### src/rtl/bbrx_pkg.sv
package bbrx_pkg;

    typedef enum logic [1:0] {
        FRM_SPLIT = 2'd0,
        FRM_MUX   = 2'd1,
        FRM_PULSE = 2'd2,
        FRM_ALT   = 2'd3
    } frm_mode_e;

    typedef enum logic [1:0] {
        PH_IDLE = 2'd0,
        PH_I    = 2'd1,
        PH_Q    = 2'd2
    } phase_e;

endpackage

### src/rtl/bbrx_marker.sv
// Strobe edge detection and decode of word-start markers per framing.
module bbrx_marker
    import bbrx_pkg::*;
(
    input  logic      clk,
    input  frm_mode_e mode,
    input  logic      ws,
    output logic      start_i,
    output logic      start_q
);

    logic ws_d, ws_q;
    logic rise, fall;

    always_comb begin
        ws_d    = ws;
        rise    = ws & ~ws_q;
        fall    = ~ws & ws_q;
        start_i = 1'b0;
        start_q = 1'b0;
        case (mode)
            FRM_MUX: begin
                start_i = fall;
                start_q = rise;
            end
            FRM_PULSE: begin
                start_i = rise;
            end
            default: begin
                start_i = rise | fall;
            end
        endcase
    end

    always_ff @(posedge clk) begin
        ws_q <= ws_d;
    end

endmodule

### src/rtl/bbrx_shreg.sv
// Serial-in shift register holding all but the newest bit of a word.
module bbrx_shreg #(
    parameter int unsigned TAIL_W = 15
) (
    input  logic              clk,
    input  logic              rst,
    input  logic              en,
    input  logic              din,
    output logic [TAIL_W-1:0] tail
);

    logic [TAIL_W-1:0] sh_d, sh_q;

    always_comb begin
        sh_d = sh_q;
        if (rst) begin
            sh_d = '0;
        end else if (en) begin
            if (TAIL_W > 1) begin
                sh_d = {sh_q[TAIL_W-2:0], din};
            end else begin
                sh_d = TAIL_W'(din);
            end
        end
    end

    always_ff @(posedge clk) begin
        sh_q <= sh_d;
    end

    assign tail = sh_q;

endmodule

### src/rtl/bbrx_rx.sv
// Serial I/Q baseband deserializer with three selectable framings.
module bbrx_rx
    import bbrx_pkg::*;
#(
    parameter int unsigned WORD_W = 16
) (
    input  logic              clk,
    input  logic              rst,
    input  logic [1:0]        mode_sel,
    input  logic              data_only,
    input  logic              ws,
    input  logic              sd_i,
    input  logic              sd_q,
    output logic              pair_valid,
    output logic [WORD_W-1:0] pair_i,
    output logic [WORD_W-1:0] pair_q,
    output logic              frame_err
);

    localparam int unsigned CNT_W  = $clog2(WORD_W);
    localparam int unsigned TAIL_W = WORD_W - 1;
    localparam int unsigned LANES  = 2;
    localparam logic [CNT_W-1:0] LAST_BIT = CNT_W'(WORD_W - 1);
    localparam logic [CNT_W-1:0] ONE      = CNT_W'(1);

    typedef struct packed {
        frm_mode_e         cfg_mode;
        logic              cfg_only;
        phase_e            phase;
        logic [CNT_W-1:0]  cnt;
        logic              have_i;
        logic [WORD_W-1:0] hold_i;
        logic              valid;
        logic [WORD_W-1:0] out_i;
        logic [WORD_W-1:0] out_q;
        logic              err;
    } st_t;

    st_t st_d, st_q;

    logic              start_i, start_q, marker, is_split;
    logic [LANES-1:0]  lane_en, lane_bit;
    logic [TAIL_W-1:0] lane_tail [LANES];
    logic [WORD_W-1:0] full_i, full_q;

    bbrx_marker u_marker (
        .clk     (clk),
        .mode    (st_q.cfg_mode),
        .ws      (ws),
        .start_i (start_i),
        .start_q (start_q)
    );

    for (genvar g = 0; g < LANES; g++) begin : g_lane
        bbrx_shreg #(.TAIL_W(TAIL_W)) u_sh (
            .clk  (clk),
            .rst  (rst),
            .en   (lane_en[g]),
            .din  (lane_bit[g]),
            .tail (lane_tail[g])
        );
    end

    always_comb begin
        is_split = (st_q.cfg_mode == FRM_SPLIT) || (st_q.cfg_mode == FRM_ALT);
        marker   = start_i | start_q;

        lane_bit[0] = sd_i;
        lane_bit[1] = is_split ? sd_q : sd_i;
        lane_en[0]  = !rst && (start_i || (st_q.phase == PH_I && !marker));
        lane_en[1]  = is_split ? lane_en[0]
                    : (!rst && (start_q || (st_q.phase == PH_Q && !marker)));

        full_i = {lane_tail[0], lane_bit[0]};
        full_q = {lane_tail[1], lane_bit[1]};

        st_d       = st_q;
        st_d.valid = 1'b0;

        if (rst) begin
            st_d          = '0;
            st_d.cfg_mode = frm_mode_e'(mode_sel);
            st_d.cfg_only = data_only;
            st_d.phase    = PH_IDLE;
        end else begin
            if (marker && st_q.phase != PH_IDLE && !st_q.cfg_only) begin
                st_d.err = 1'b1;
            end
            if (start_i) begin
                st_d.phase  = PH_I;
                st_d.cnt    = ONE;
                st_d.have_i = 1'b0;
            end else if (start_q) begin
                st_d.phase = PH_Q;
                st_d.cnt   = ONE;
            end else if (st_q.phase == PH_I) begin
                if (st_q.cnt == LAST_BIT) begin
                    if (is_split) begin
                        st_d.valid = 1'b1;
                        st_d.out_i = full_i;
                        st_d.out_q = full_q;
                        st_d.phase = PH_IDLE;
                    end else if (st_q.cfg_mode == FRM_MUX) begin
                        st_d.hold_i = full_i;
                        st_d.have_i = 1'b1;
                        st_d.phase  = PH_IDLE;
                    end else begin
                        st_d.hold_i = full_i;
                        st_d.phase  = PH_Q;
                        st_d.cnt    = '0;
                    end
                end else begin
                    st_d.cnt = st_q.cnt + ONE;
                end
            end else if (st_q.phase == PH_Q) begin
                if (st_q.cnt == LAST_BIT) begin
                    if (st_q.cfg_mode == FRM_PULSE || st_q.have_i) begin
                        st_d.valid = 1'b1;
                        st_d.out_i = st_q.hold_i;
                        st_d.out_q = full_q;
                    end
                    st_d.have_i = 1'b0;
                    st_d.phase  = PH_IDLE;
                end else begin
                    st_d.cnt = st_q.cnt + ONE;
                end
            end
        end
    end

    always_ff @(posedge clk) begin
        st_q <= st_d;
    end

    assign pair_valid = st_q.valid;
    assign pair_i     = st_q.out_i;
    assign pair_q     = st_q.out_q;
    assign frame_err  = st_q.err;

endmodule

### config.mk
export PLATFORM = sky130hd
export DESIGN_NAME = bbrx_rx
export DESIGN_NICKNAME = d
export VERILOG_FILES = /design/src/rtl/bbrx_pkg.sv /design/src/rtl/bbrx_marker.sv /design/src/rtl/bbrx_shreg.sv /design/src/rtl/bbrx_rx.sv
export SDC_FILE = /design/constraint.sdc
export NUM_CORES = 1
export LEC_CHECK = 0
export ABC_AREA = 1
export BUFFER_PORTS_ARGS = -buffer_cell sky130_fd_sc_hd__buf_2
export CORE_AREA = 4 4 107 109
export CTS_CLUSTER_DIAMETER = 80
export DETAILED_ROUTE_END_ITERATION = 8
export DIE_AREA = 0 0 111 113
export SLEW_MARGIN = 20
export SYNTH_ARGS = -nofsm -noshare
export SYNTH_HDL_FRONTEND = slang
export SYNTH_HIERARCHICAL = 1
export SYNTH_SLANG_ARGS = --single-unit
### constraint.sdc
create_clock -name clk -period 2.2 [get_ports clk]
set_input_delay 0.33 -clock clk [delete_from_list [all_inputs] [get_ports clk]]
set_output_delay 0.33 -clock clk [all_outputs]
set_load 0.01 [all_outputs]
# Word-level counts from Yosys, hierarchy flattened
# Cells that the tools add are included.
# totals
input_bits	8
regBits	91
wordCells	99
output_inout_bits	34
# op_classes
reduce_logical	30
eq_ne	14
n_mux	31
add_sub_neg	1
bitwise	8
# op_table
operator	count
33-bit 2-to-1 mux	5
21-bit 2-to-1 mux	6
50-bit 2-to-1 mux	2
16-bit 2-to-1 mux	1
5-bit != test, second input constant	3
7-bit 2-to-1 mux	2
4-bit 2-to-1 mux	3
6-bit 2-to-1 mux	2
5-bit AND reduction	2
2-bit 2-to-1 mux	4
4-bit AND reduction	2
2-bit nonzero test	4
2-bit equality test, second input constant	3
1-bit logical AND	6
6-bit != test, second input constant	1
6-bit AND reduction	1
3-bit nonzero test	2
1-bit 2-to-1 mux	5
5-bit by 4-bit != test with 1-bit output, second input constant	1
4-bit by 1-bit adder with 4-bit output, second input constant	1
2-bit by 1-bit equality test with 1-bit output, second input constant	2
4-bit equality test, second input constant	1
1-bit logical OR	4
2-bit != test, second input constant	2
11 further kinds	19

# Logic depth before layout (Yosys ltp)
# Gate-level depths: netlist (run 1).
# depth
depth_word	12
mapped_depth	14
ltp_nobuf	14

# Cells and area by module
# The synthesis (run 1) kept the hierarchy.
# by_module_without_submodules
module	cells_each	area_per_inst_um2	seq_area_each_um2	instances
bbrx_rx	469	3234.4	1231.2	1
bbrx_shreg	95	634.4	300.3	2
bbrx_marker	18	121.4	20.0	1

# Worst setup path after synthesis (run 1)
# No wires, ideal clock.
# synth_timing
kind	reg-to-reg
start	register st_q[59] (netlist name)
end	register g_lane[1].u_sh.sh_q[11]
setup_slack_ns	0.180
t_required_ns	2.086
arrival_time_ns	1.907
synth_period_minus_slack_ns	2.020
path_buffers	1
setup_time_ns	0.114
path_stages_with_launch	13
path_cell_list	edfxtp_1 > ha_1 > inv_1 > or2_0 > nand2_1 > nor2_1 > nor2_1 > nand2_1 > o31ai_1 > buf_6 > nand2_1 > nand2_1 > nor2_2
# synth_between
elab_chain_cells	8
elab_cells_between_ends	16
classes_between	eq/ne (3); mux (3); bitwise (1); reduce/logical (9)
# synth_rtl
element	line	rtl
start: declaration	bbrx_rx.sv:39	st_t st_d, st_q;
start signal: assignment	bbrx_rx.sv:132	st_q <= st_d;
2-bit equality test / 2-bit by 1-bit equality test with 1-bit output (equally long branches)	bbrx_marker.sv:21	case (mode)
1-bit case mux with 2 select lines *	bbrx_marker.sv:21	
named net start_i	bbrx_rx.sv:41	logic start_i, start_q, marker, is_split;
1-bit bitwise OR	bbrx_rx.sv:66	marker = start_i | start_q;
1-bit zero test	bbrx_rx.sv:70	lane_en[0] = !rst && (start_i || (st_q.phase == PH_I && !marker));
1-bit logical AND	bbrx_rx.sv:70	
1-bit logical OR *	bbrx_rx.sv:70	
1-bit logical AND *	bbrx_rx.sv:70	
named net lane_en[0]	bbrx_rx.sv:42	logic [LANES-1:0] lane_en, lane_bit;
1-bit 2-to-1 mux *	bbrx_rx.sv:71	lane_en[1] = is_split ? lane_en[0]
named net lane_en[1]	bbrx_rx.sv:42	
end signal: assignment	bbrx_shreg.sv:28	sh_q <= sh_d;
end: declaration	bbrx_shreg.sv:12	logic [TAIL_W-1:0] sh_d, sh_q;
# The timed path passes the listed nets; every way through them passes the cells marked *.
# A chain may end at the register's enable or synchronous reset.

# Worst setup path in the final report (run 1)
# layout_timing
start	register st_q[59] (netlist name)
end	register st_q[35] (netlist name)
# layout_between
elab_chain_cells	4
elab_cells_between_ends	11
classes_between	eq/ne (4); mux (2); bitwise (2); reduce/logical (3)
# layout_rtl
element	line
2-bit equality test, or another cell as far along	bbrx_marker.sv:21
1-bit case mux with 2 select lines, or another cell as far along	bbrx_marker.sv:21
6-bit != test (no line) / 1-bit inverter (equally long branches)	n/a
5-bit AND reduction (no line) *	n/a
# Mark *: on every way between the ends. The rest lies on a longest branch, timed or not.

==> summary.txt, run 1 <==
Cells and area
  • Fill cell count: roughly 1.1k
  • Share of post-route cells with drive strength above 1: 0.1337
  • Layout Utilization: 0.4699
  • Final Instance Area: about 5000 sq um
  • Diodes inserted: 0
  • Synth-to-Final Area Change: 7.738%
  • Final net count: ~700
  • Finished Layout Cells: between 800 and 900

Worst setup path
  • Crit path to: st_q[35]
  • CP Data Arrival Time: around 2300 ps
  • Reg2reg end: st_q[35]
  • CP Launch Type: register
  • Worst reg2reg setup slack: ~170 ps
  • Critical path required time: approximately 2500 ps
  • Worst Setup End Kind: register
  • Reg2reg start: st_q[59]
  • Worst R2R Path Depth: 7
  • Crit Path Class: register to register
  • Crit path launch: st_q[59]
  • Worst-path fanout max: 16

Place
  • Placed cells: a little over 800
  • Post-Place Worst Slack: 199.8 ps
  • Dpl hpwl: about 6100 microns
  • Routability cong.: between 0.7 and 0.8
  • Placed Area: approximately 4700 sq um
  • Port bufs: approximately 40

Clock network
  • Post-CTS sizing: 0
  • TritonCTS Buffers: 9
  • Root buffer selected by CTS: clkbuf_8
  • Clk sinks: 91
  • CTS H-tree lvls: 3
  • CTS tree: done
  • Clock Latency Late Sink: approximately 370 ps
  • Clock buffer depth: 2
  • Clock transition at the registers of the reported paths: about 90 ps

Global routing
  • First-pass GRT wire length: around 16000 microns
  • Vias in the first global route: between 3k and 4k
  • Antenna violations before repair: 0
  • Largest net degree at the start of global routing: 33
  • Total gr overflow: 0
  • Tot GR Track Use: 0.1488

Logic synthesis
  • Synth Instances: between 600 and 700
  • Sequential area share after synthesis: 0.4004
  • EDFF count, synth: 3
  • Area contributors post-synth: dfxtp_1, nand2_1, nor2_1
  • Synthesized area per cell: approximately 6.8 sq um
  • Yosys cell types: 31
  • Yosys Warn Count: 6
  • Post-Syn Nets: 696
  • Count leader, synth: nand2_1
  • Post-Syn Area: 4624 sq um
  • Primary FF master, synth: dfxtp_1
  • Async set-reset flop share out of synthesis: 0
  • Synth top cells by count: nand2_1, nor2_1, dfxtp_1
  • Post-synth top area share: 0.3810
  • Register bit count reported by yosys: a little over 90
  • Largest area contributor in the netlist: dfxtp_1

Drt
  • Via count: between 3k and 4k
  • Antenna Violating Nets Remaining: 0
  • Vias/cell: about 4.5
  • Wirelength per Cell: about 11 microns
  • Final WL: roughly 9000 microns
  • Total iterations of the first detailed-routing run: 4
  • DRT iter0 DRCs: between 200 and 300
  • Residual DRC: 0

Flow run
  • Max-cap check violation count: 0

Floorplan
  • Die width: between 100 and 150 microns
  • Row Count: 38
  • Die area: 12540 sq um
  • Initial Util: 0.4362
  • Die Span Y: roughly 110 microns
  • Placeable Area: between 10000 and 15000 sq um
  • IO Count: 42

STA
  • Final setup violation count: 0
  • Slew headroom: 0.5049
  • Period utilization: 0.9228
  • Worst slew pin tran: between 700 and 800 ps
  • Max-slew violations: 0
  • Endpoints failing hold: 0
  • Clock Skews: approximately 12 ps
  • Fin crit period: between 2000 and 2500 ps
  • Max Freq: between 400 and 500 MHz
  • Setup slack after layout: ~170 ps

Pwr
  • Peak supply drop: 0.2432 mV
  • Static Leakage: between 0.002 and 0.0025 uW
  • Power density over the cells: around 730 nW/um^2
  • Pwr Total: around 3600 uW

Hold path
  • Min-Delay Path Class: input port to register
  • Depth of the worst hold-timing path: 1

Run status
  • Status: finished clean
## through the flow
| step | TNS (ps) | hold WS [ps] |
|---|---|---|
| after floorplan | 0 | 357.7 |
| after global placement | 0 | 446.5 |
| after detailed placement | 0 | 453.7 |
| after CTS | 0 | 78.96 |
| after global routing | -15.46 | 84.31 |
| final | 0 | 92.41 |
## power by group
part	leakage [uW]	internal (uW)	switching, uW
sequential	0.000743	1740	72.2
clock	0.000124	778	598
combinational	0.00158	163	290
## worst min path at each step
stage               from            end  slack (ps)
4_1_cts               ws  u_marker/ws_q          80
5_1_grt               ws  u_marker/ws_q          80
3_3_place_gp   frame_err      frame_err         450
2_1_floorplan         ws  u_marker/ws_q         360
3_5_place_dp    st_q[38]       st_q[38]         450
6_report              ws  u_marker/ws_q          90
## cells in the final DEF (no fill, tap or decap), types with 3 or more instances in the layout
cell	n
a21oi_1	40
buf_12	4
buf_2	41
buf_4	13
clkbuf_8	9
dfxtp_1	88
edfxtp_1	3
ha_1	11
inv_1	83
inv_2	4
nand2_1	216
nand3_1	4
nor2_1	122
nor2_2	8
o2111ai_1	16
## routing by layer
metal	track usage	up-vias	wire, microns
li1	-	2032	-
met1	0.1979	1636	4506
met2	0.2375	57	4068
met3	0.03316	13	320
met4	0.05665	0	142
met5	0	-	0
## critical path: stages, from the launching register on
cell and delay, ps:
edfxtp_1 400, buf_4 160, ha_1 300, buf_4 180
inv_2 50, o211ai_2 610, nand2_1 110, a21oi_1 150
## repair_timing
| action | in CTS | in global routing |
|---|---|---|
| endpoints found under the setup margin | 0 | 2 |
| buffers inserted | 0 | 1 |
| hold buffers | 0 | 0 |
## sequential cells by signal (all words and copies together), names as in the netlist
register,flops
g_lane.u_sh/tail,30
pair_q,16
frame_err,1
pair_i,16
u_marker/ws_q,1
pair_valid,1
st_q,26
## layout make-up
cell class	instances	area, sq um	share of cell area
Tap cell	140	175.2	0.03516
Timing Repair Buffer	58	382.9	0.07685
Clock buffer	13	181.4	0.03641
Sequential cell	91	1852	0.3717
Clock inverter	3	65.06	0.01306
Multi-Input combinational cell	434	1991	0.3995
Inverter	89	335.3	0.06730
## logic make-up (layout without fill, tap and decap cells)
logic type      count (synthesis)  in the layout  synth area share
simple gates                  358            358            0.3093
buf+inv                       152            163            0.1721
flops                          91             91            0.4004
compound gates                 64             64           0.08658
fa+ha+maj                      11             11           0.02976
xor+xnor                        1              1          0.001894
No activity file was read; power rests on OpenSTA's default activity.
==> run 2, diff against run 1 <==
--- a/config.mk
+++ b/config.mk
@@ -9,8 +9,10 @@
 export BUFFER_PORTS_ARGS = -buffer_cell sky130_fd_sc_hd__buf_2
 export CORE_AREA = 4 4 107 109
 export CTS_CLUSTER_DIAMETER = 80
+export CTS_CLUSTER_SIZE = 12
 export DETAILED_ROUTE_END_ITERATION = 8
 export DIE_AREA = 0 0 111 113
+export RECOVER_POWER = 100
 export SLEW_MARGIN = 20
 export SYNTH_ARGS = -nofsm -noshare
 export SYNTH_HDL_FRONTEND = slang
==> constraint.sdc (replaced) <==
create_clock -name clk -period 2.2 [get_ports clk]
set_input_delay 0.33 -clock clk [delete_from_list [all_inputs] [get_ports clk]]
set_output_delay 0.33 -clock clk [all_outputs]
set_load 0.02 [all_outputs]
==> summary.txt, run 2 (synthesized netlist as in run 1, its figures left out) <==
Cells and area
  • Commonest non-fill, non-tap cell in the layout: nand2_1 (unchanged)
  • Most frequent cells in the layout: nand2_1, nor2_1, dfxtp_1 (unchanged)
  • Finished Layout Cells: 828 (unchanged)
  • Layout Utilization: 0.4608 (was 0.4699)
  • Synth-to-Final Area Change: 5.655% (was 7.738%)
  • Max reg flops: 30 (unchanged)
  • Final net count: 702 (unchanged)
  • Final Instance Area: 4886 sq um (was 4982 sq um)
  • Area of the multi-input gates: 1982 sq um (was 1991 sq um)
  • Diodes inserted: 0 (unchanged)
  • Fill cell count: 1109 (was 1081)
  • Share of post-route cells with drive strength above 1: 0.08140 (was 0.1337)
  • Reg area: 1852 sq um (unchanged)

Drt
  • Vias/cell: 4.514 (unchanged)
  • Residual DRC: 0 (unchanged)
  • Wirelength per Cell: 10.90 microns (was 10.92 microns)
  • Total iterations of the first detailed-routing run: 5 (was 4)
  • Via count: 3738 (unchanged)
  • Final WL: 9027 microns (was 9038 microns)
  • DRT iter0 DRCs: 304 (was 289)
  • Antenna Violating Nets Remaining: 0 (unchanged)

STA
  • Period utilization: 0.9138 (was 0.9228)
  • Fin crit period: 2010 ps (was 2030 ps)
  • Setup slack after layout: 189.7 ps (was 169.9 ps)
  • Max-slew violations: 0 (unchanged)
  • Endpoints failing hold: 0 (unchanged)
  • Final setup violation count: 0 (unchanged)
  • Max Freq: 497.4 MHz (was 492.6 MHz)
  • Clock Skews: 10.78 ps (was 11.83 ps)
  • Slew headroom: 0.5106 (was 0.5049)
  • Final Hold Slack: 118.4 ps (was 92.41 ps)
  • Worst slew pin tran: 732.0 ps (was 740.5 ps)

Clock network
  • CTS tree: done (unchanged)
  • Clock Latency Late Sink: 370 ps (about the same)
  • Clk sinks: 91 (unchanged)
  • TritonCTS Buffers: 9 (unchanged)
  • Clock transition at the registers of the reported paths: 90 ps (about the same)
  • CTS H-tree lvls: 3 (unchanged)
  • Hold-fix buffers, CTS: 0 (unchanged)
  • Post-CTS sizing: 0 (unchanged)
  • Clock buffer depth: 2 (unchanged)
  • Root buffer selected by CTS: clkbuf_8 (unchanged)

Global routing
  • Tot GR Track Use: 0.1488 (unchanged)
  • First-pass GRT wire length: 15500 microns (unchanged)
  • Antenna violations before repair: 0 (unchanged)
  • Vias in the first global route: 3340 (unchanged)
  • Total gr overflow: 0 (unchanged)
  • Largest net degree at the start of global routing: 33 (unchanged)

Place
  • Placed cells: 811 (unchanged)
  • Post-Place Worst Slack: 199.8 ps (unchanged)
  • Placed Area: 4728 sq um (unchanged)
  • Port bufs: 41 (unchanged)
  • Dpl hpwl: 6085 microns (unchanged)
  • Routability cong.: 0.7920 (unchanged)

Worst setup path
  • Stages on the worst setup path: 7 (unchanged)
  • Worst path slowest cell: o211ai_2 (unchanged)
  • Worst-path fanout max: 16 (unchanged)
  • Worst Setup End Kind: register (unchanged)
  • Slowest stage delay, CP: 600 ps (was 610 ps)
  • Crit Path Class: register to register (unchanged)
  • Critical path required time: 2500 ps (about the same)
  • CP Data Arrival Time: 2310 ps (was 2330 ps)
  • Worst R2R Path Depth: 7 (unchanged)
  • Crit path launch: st_q[59] (unchanged)
  • Cell family with most CP delay: compound AO/OA/AOI/OAI gates (unchanged)
  • Reg2reg start: st_q[59] (unchanged)
  • Worst Path Buf+Inv: 3 (unchanged)
  • CP Launch Type: register (unchanged)
  • Crit-path cells: clkbuf_2 > ha_1 > buf_4 > inv_2 > o211ai_2 > nand2_1 > a21oi_1 (was buf_4 > ha_1 > buf_4 > inv_2 > o211ai_2 > nand2_1 > a21oi_1)

Floorplan
  • Die Span Y: 113 microns (unchanged)
  • IO Count: 42 (unchanged)
  • Placeable Area: 10600 sq um (unchanged)
  • Die width: 111 microns (unchanged)
  • Row Count: 38 (unchanged)
  • Initial Util: 0.4362 (unchanged)
  • Die area: 12540 sq um (unchanged)

Pwr
  • Static Leakage: 0.002265 uW (was 0.002443 uW)
  • Power density over the cells: 741.9 nW/um^2 (was 729.9 nW/um^2)
  • Peak supply drop: 0.2441 mV (was 0.2432 mV)

Hold path
  • Hold path start: ws (unchanged)
  • Min-Delay Path Class: input port to register (unchanged)
  • Depth of the worst hold-timing path: 1 (unchanged)

Flow run
  • Max-cap check violation count: 0 (unchanged)

Run status
  • Status: finished clean (unchanged)
[run 2: cell count changes in the layout (fill, tap and decap cells not counted), sizes merged]
| cell | before | now |
|---|---|---|
| buf | 58 | 20 |
| clkbuf | 13 | 51 |
[run 2: metal layers]
metal / track usage / up-vias / wire length (microns)
met5: 0 / - / 0
met4: 0.05665 / 0 / 146
met3: 0.03316 / 11 / 356
met2: 0.2375 / 61 / 4052
met1: 0.1979 / 1636 / 4472
li1: - / 2030 / -
[run 2: layout make-up]
cell class | count | area share
Multi-Input combinational cell | 434 | 0.4056
Timing Repair Buffer | 58 | 0.06044
Tap cell | 140 | 0.03585
Sequential cell | 91 | 0.3790
Clock inverter | 3 | 0.01332
Inverter | 89 | 0.06863
Clock buffer | 13 | 0.03713
[run 2: worst paths after layout]
check	end	slack, ps
worst min register to register	st_q[42]	470
worst max-delay path	st_q[48]	190
worst max register to register	st_q[48]	190
worst min-delay path	u_marker/ws_q	120
[run 2: power breakdown]
group          internal [uW]  total [uW]  switching, uW  leakage, uW
combinational            159         447            288      0.00140
clock                    778        1370            592     0.000124
sequential              1740        1810           73.0     0.000743
[run 2: metrics by stage]
| step | setup TNS [ps] | power, uW |
|---|---|---|
| 4_1_cts | 0 | 3679 |
| 3_5_place_dp | 0 | 2300 |
| 3_3_place_gp | 0 | 2289 |
| 5_1_grt | -12.85 | 3826 |
| 6_report | 0 | 3625 |
| 2_1_floorplan | 0 | 2191 |
[run 2: what timing repair did]
item / in CTS / in global routing
endpoints found under the hold margin: 0 / 0
endpoints found under the setup margin: 0 / 2
buffers inserted: 0 / 1
==> run 3, diff against run 2 <==
--- a/config.mk
+++ b/config.mk
@@ -7,11 +7,11 @@
 export LEC_CHECK = 0
 export ABC_AREA = 1
 export BUFFER_PORTS_ARGS = -buffer_cell sky130_fd_sc_hd__buf_2
-export CORE_AREA = 4 4 107 109
+export CORE_AREA = 4 4 88 132
 export CTS_CLUSTER_DIAMETER = 80
 export CTS_CLUSTER_SIZE = 12
 export DETAILED_ROUTE_END_ITERATION = 8
-export DIE_AREA = 0 0 111 113
+export DIE_AREA = 0 0 92 136
 export RECOVER_POWER = 100
 export SLEW_MARGIN = 20
 export SYNTH_ARGS = -nofsm -noshare
==> summary.txt, run 3 (synthesized netlist as in run 1, its figures left out) <==
Run status
  • Status: finished clean (unchanged)

Drt
  • Wirelength per Cell: 11.34 microns (was 10.90 microns)
  • Total iterations of the first detailed-routing run: 4 (was 5)
  • Antenna Violating Nets Remaining: 0 (unchanged)
  • Final WL: 9424 microns (was 9027 microns)
  • Via count: 3806 (was 3738)
  • Vias/cell: 4.580 (was 4.514)
  • DRT iter0 DRCs: 136 (was 304)
  • Residual DRC: 0 (unchanged)

Worst setup path
  • Critical path required time: 2430 ps (was 2500 ps)
  • CP Data Arrival Time: 2270 ps (was 2310 ps)
  • Worst-path fanout max: 30 (was 16)
  • Worst Setup End Kind: register (unchanged)
  • Reg2reg start: st_q[58] (was st_q[59])
  • CP Launch Type: register (unchanged)
  • Crit path launch: st_q[58] (was st_q[59])
  • Crit Path Class: register to register (unchanged)

Floorplan
  • Die area: 12510 sq um (was 12540 sq um)
  • Placeable Area: 10480 sq um (was 10600 sq um)
  • Die width: 92 microns (was 111 microns)
  • Row Count: 46 (was 38)
  • Initial Util: 0.4415 (was 0.4362)
  • Die Span Y: 136 microns (was 113 microns)
  • IO Count: 42 (unchanged)

STA
  • Period utilization: 0.9270 (was 0.9138)
  • Clock Skews: 7.684 ps (was 10.78 ps)
  • Endpoints failing hold: 0 (unchanged)
  • RSZ-0062 raised after global routing: true
  • Fin crit period: 2039 ps (was 2010 ps)
  • Max-slew violations: 0 (unchanged)
  • Final setup violation count: 0 (unchanged)
  • Max Freq: 490.3 MHz (was 497.4 MHz)
  • Worst slew pin tran: 516.0 ps (was 732.0 ps)
  • Setup_tns: 0 ps (unchanged)
  • Slew headroom: 0.6544 (was 0.5106)

Cells and area
  • Most frequent cells in the layout: nand2_1, nor2_1, dfxtp_1 (unchanged)
  • Diodes inserted: 0 (unchanged)
  • Finished Layout Cells: 831 (was 828)
  • Commonest non-fill, non-tap cell in the layout: nand2_1 (unchanged)
  • Synth-to-Final Area Change: 7.413% (was 5.655%)
  • Layout Utilization: 0.4742 (was 0.4608)
  • Fill cell count: 1121 (was 1109)
  • Max reg flops: 30 (unchanged)
  • Final Instance Area: 4967 sq um (was 4886 sq um)
  • Final net count: 701 (was 702)
  • Share of post-route cells with drive strength above 1: 0.08297 (was 0.08140)

Global routing
  • First-pass GRT wire length: 16350 microns (was 15500 microns)
  • Antenna violations before repair: 0 (unchanged)
  • Tot GR Track Use: 0.1591 (was 0.1488)
  • Vias in the first global route: 3586 (was 3340)
  • Largest net degree at the start of global routing: 35 (was 33)
  • Total gr overflow: 0 (unchanged)

Pwr
  • Pwr Total: 3769 uW (was 3625 uW)
  • Power density over the cells: 758.7 nW/um^2 (was 741.9 nW/um^2)
  • Peak supply drop: 0.4207 mV (was 0.2441 mV)
  • Static Leakage: 0.002288 uW (was 0.002265 uW)

Clock network
  • CTS tree: done (unchanged)
  • TritonCTS Buffers: 9 (unchanged)
  • CTS H-tree lvls: 3 (unchanged)
  • Clk sinks: 91 (unchanged)
  • Clock transition at the registers of the reported paths: 60 ps (was 90 ps)
  • Clock Latency Late Sink: 340 ps (was 370 ps)
  • Hold-fix buffers, CTS: 0 (unchanged)
  • Root buffer selected by CTS: clkbuf_16 (was clkbuf_8)
  • Clock buffer depth: 2 (unchanged)

Hold path
  • Hold path start: ws (unchanged)
  • Min-Delay Path Class: input port to register (unchanged)

Place
  • Dpl hpwl: 6561 microns (was 6085 microns)
  • Port bufs: 41 (unchanged)
  • Placed Area: 4708 sq um (was 4728 sq um)
  • Placed cells: 815 (was 811)
  • Routability cong.: 0.8255 (was 0.7920)

Flow run
  • Max-cap check violation count: 0 (unchanged)
[run 3: cell types whose count changed in the layout (fill, tap and decap cells not counted), moves of 2 or more]
cell / change
clkbuf_16: +8
clkbuf_8: -8
bufinv_16: -2
nand2_1: -2
nand2_2: +2
[run 3: timing repair]
| action | in CTS | in global routing |
|---|---|---|
| hold endpoints to repair | 0 | 0 |
| gates resized for setup | 0 | 3 |
| buffers inserted | 0 | 0 |
| setup endpoints to repair | 0 | 16 |
[run 3: where the power goes]
part / total (uW) / leakage [uW] / switching [uW] / internal (uW)
Combinational: 464 / 0.00141 / 304 / 160
Sequential: 1800 / 0.000743 / 65.0 / 1740
Clock: 1500 / 0.000139 / 630 / 872
Total: 3770 / 0.00229 / 999 / 2770
[run 3: metrics by stage]
| step | setup WS (ps) | hold slack, ps |
|---|---|---|
| final | 160.6 | 148.7 |
| after detailed placement | 150.2 | 452.6 |
| after global placement | 184.2 | 446.6 |
| after global routing | -8.822 | 157.6 |
| after floorplan | 179.5 | 357.7 |
| after CTS | 116.1 | 114.5 |
[run 3: path summary, 6_finish.rpt]
check	to	slack [ps]	depth (start not counted)
worst max register to register	g_lane[1].u_sh/tail[6]	160	13
worst min-delay path	u_marker/ws_q	150	1
worst min register to register	st_q[40]	460	2
worst max-delay path	g_lane[1].u_sh/tail[6]	160	13
[run 3: critical path: stages, from the launching register on]
cell and delay, ps:
edfxtp_1 400, inv_1 60, ha_1 280, inv_1 50
or2_0 190, nand2_1 140, nor2_1 60, nor2_1 150
nand2_1 130, o31ai_4 90, buf_12 210, nand2_1 80
nand2_1 60, nor2_1 40
[run 3: layout make-up]
cell class | instances | area, sq um | area share
clock buffer | 14 | 275.3 | 0.05542
clock inverter | 2 | 16.27 | 0.003275
inverter | 89 | 335.3 | 0.06751
multi-input combinational | 434 | 2004 | 0.4035
sequential | 91 | 1852 | 0.3728
tap | 144 | 180.2 | 0.03627
timing repair buffer | 57 | 304.0 | 0.06121
[run 3: routing by layer]
layer / global-route usage / part of all wire / up-vias
met4: 0.07025 / 0.015 / 0
met2: 0.2862 / 0.52 / 54
met5: 0 / 0 / -
met1: 0.1826 / 0.43 / 1707
met3: 0.02879 / 0.033 / 11
li1: - / - / 2034
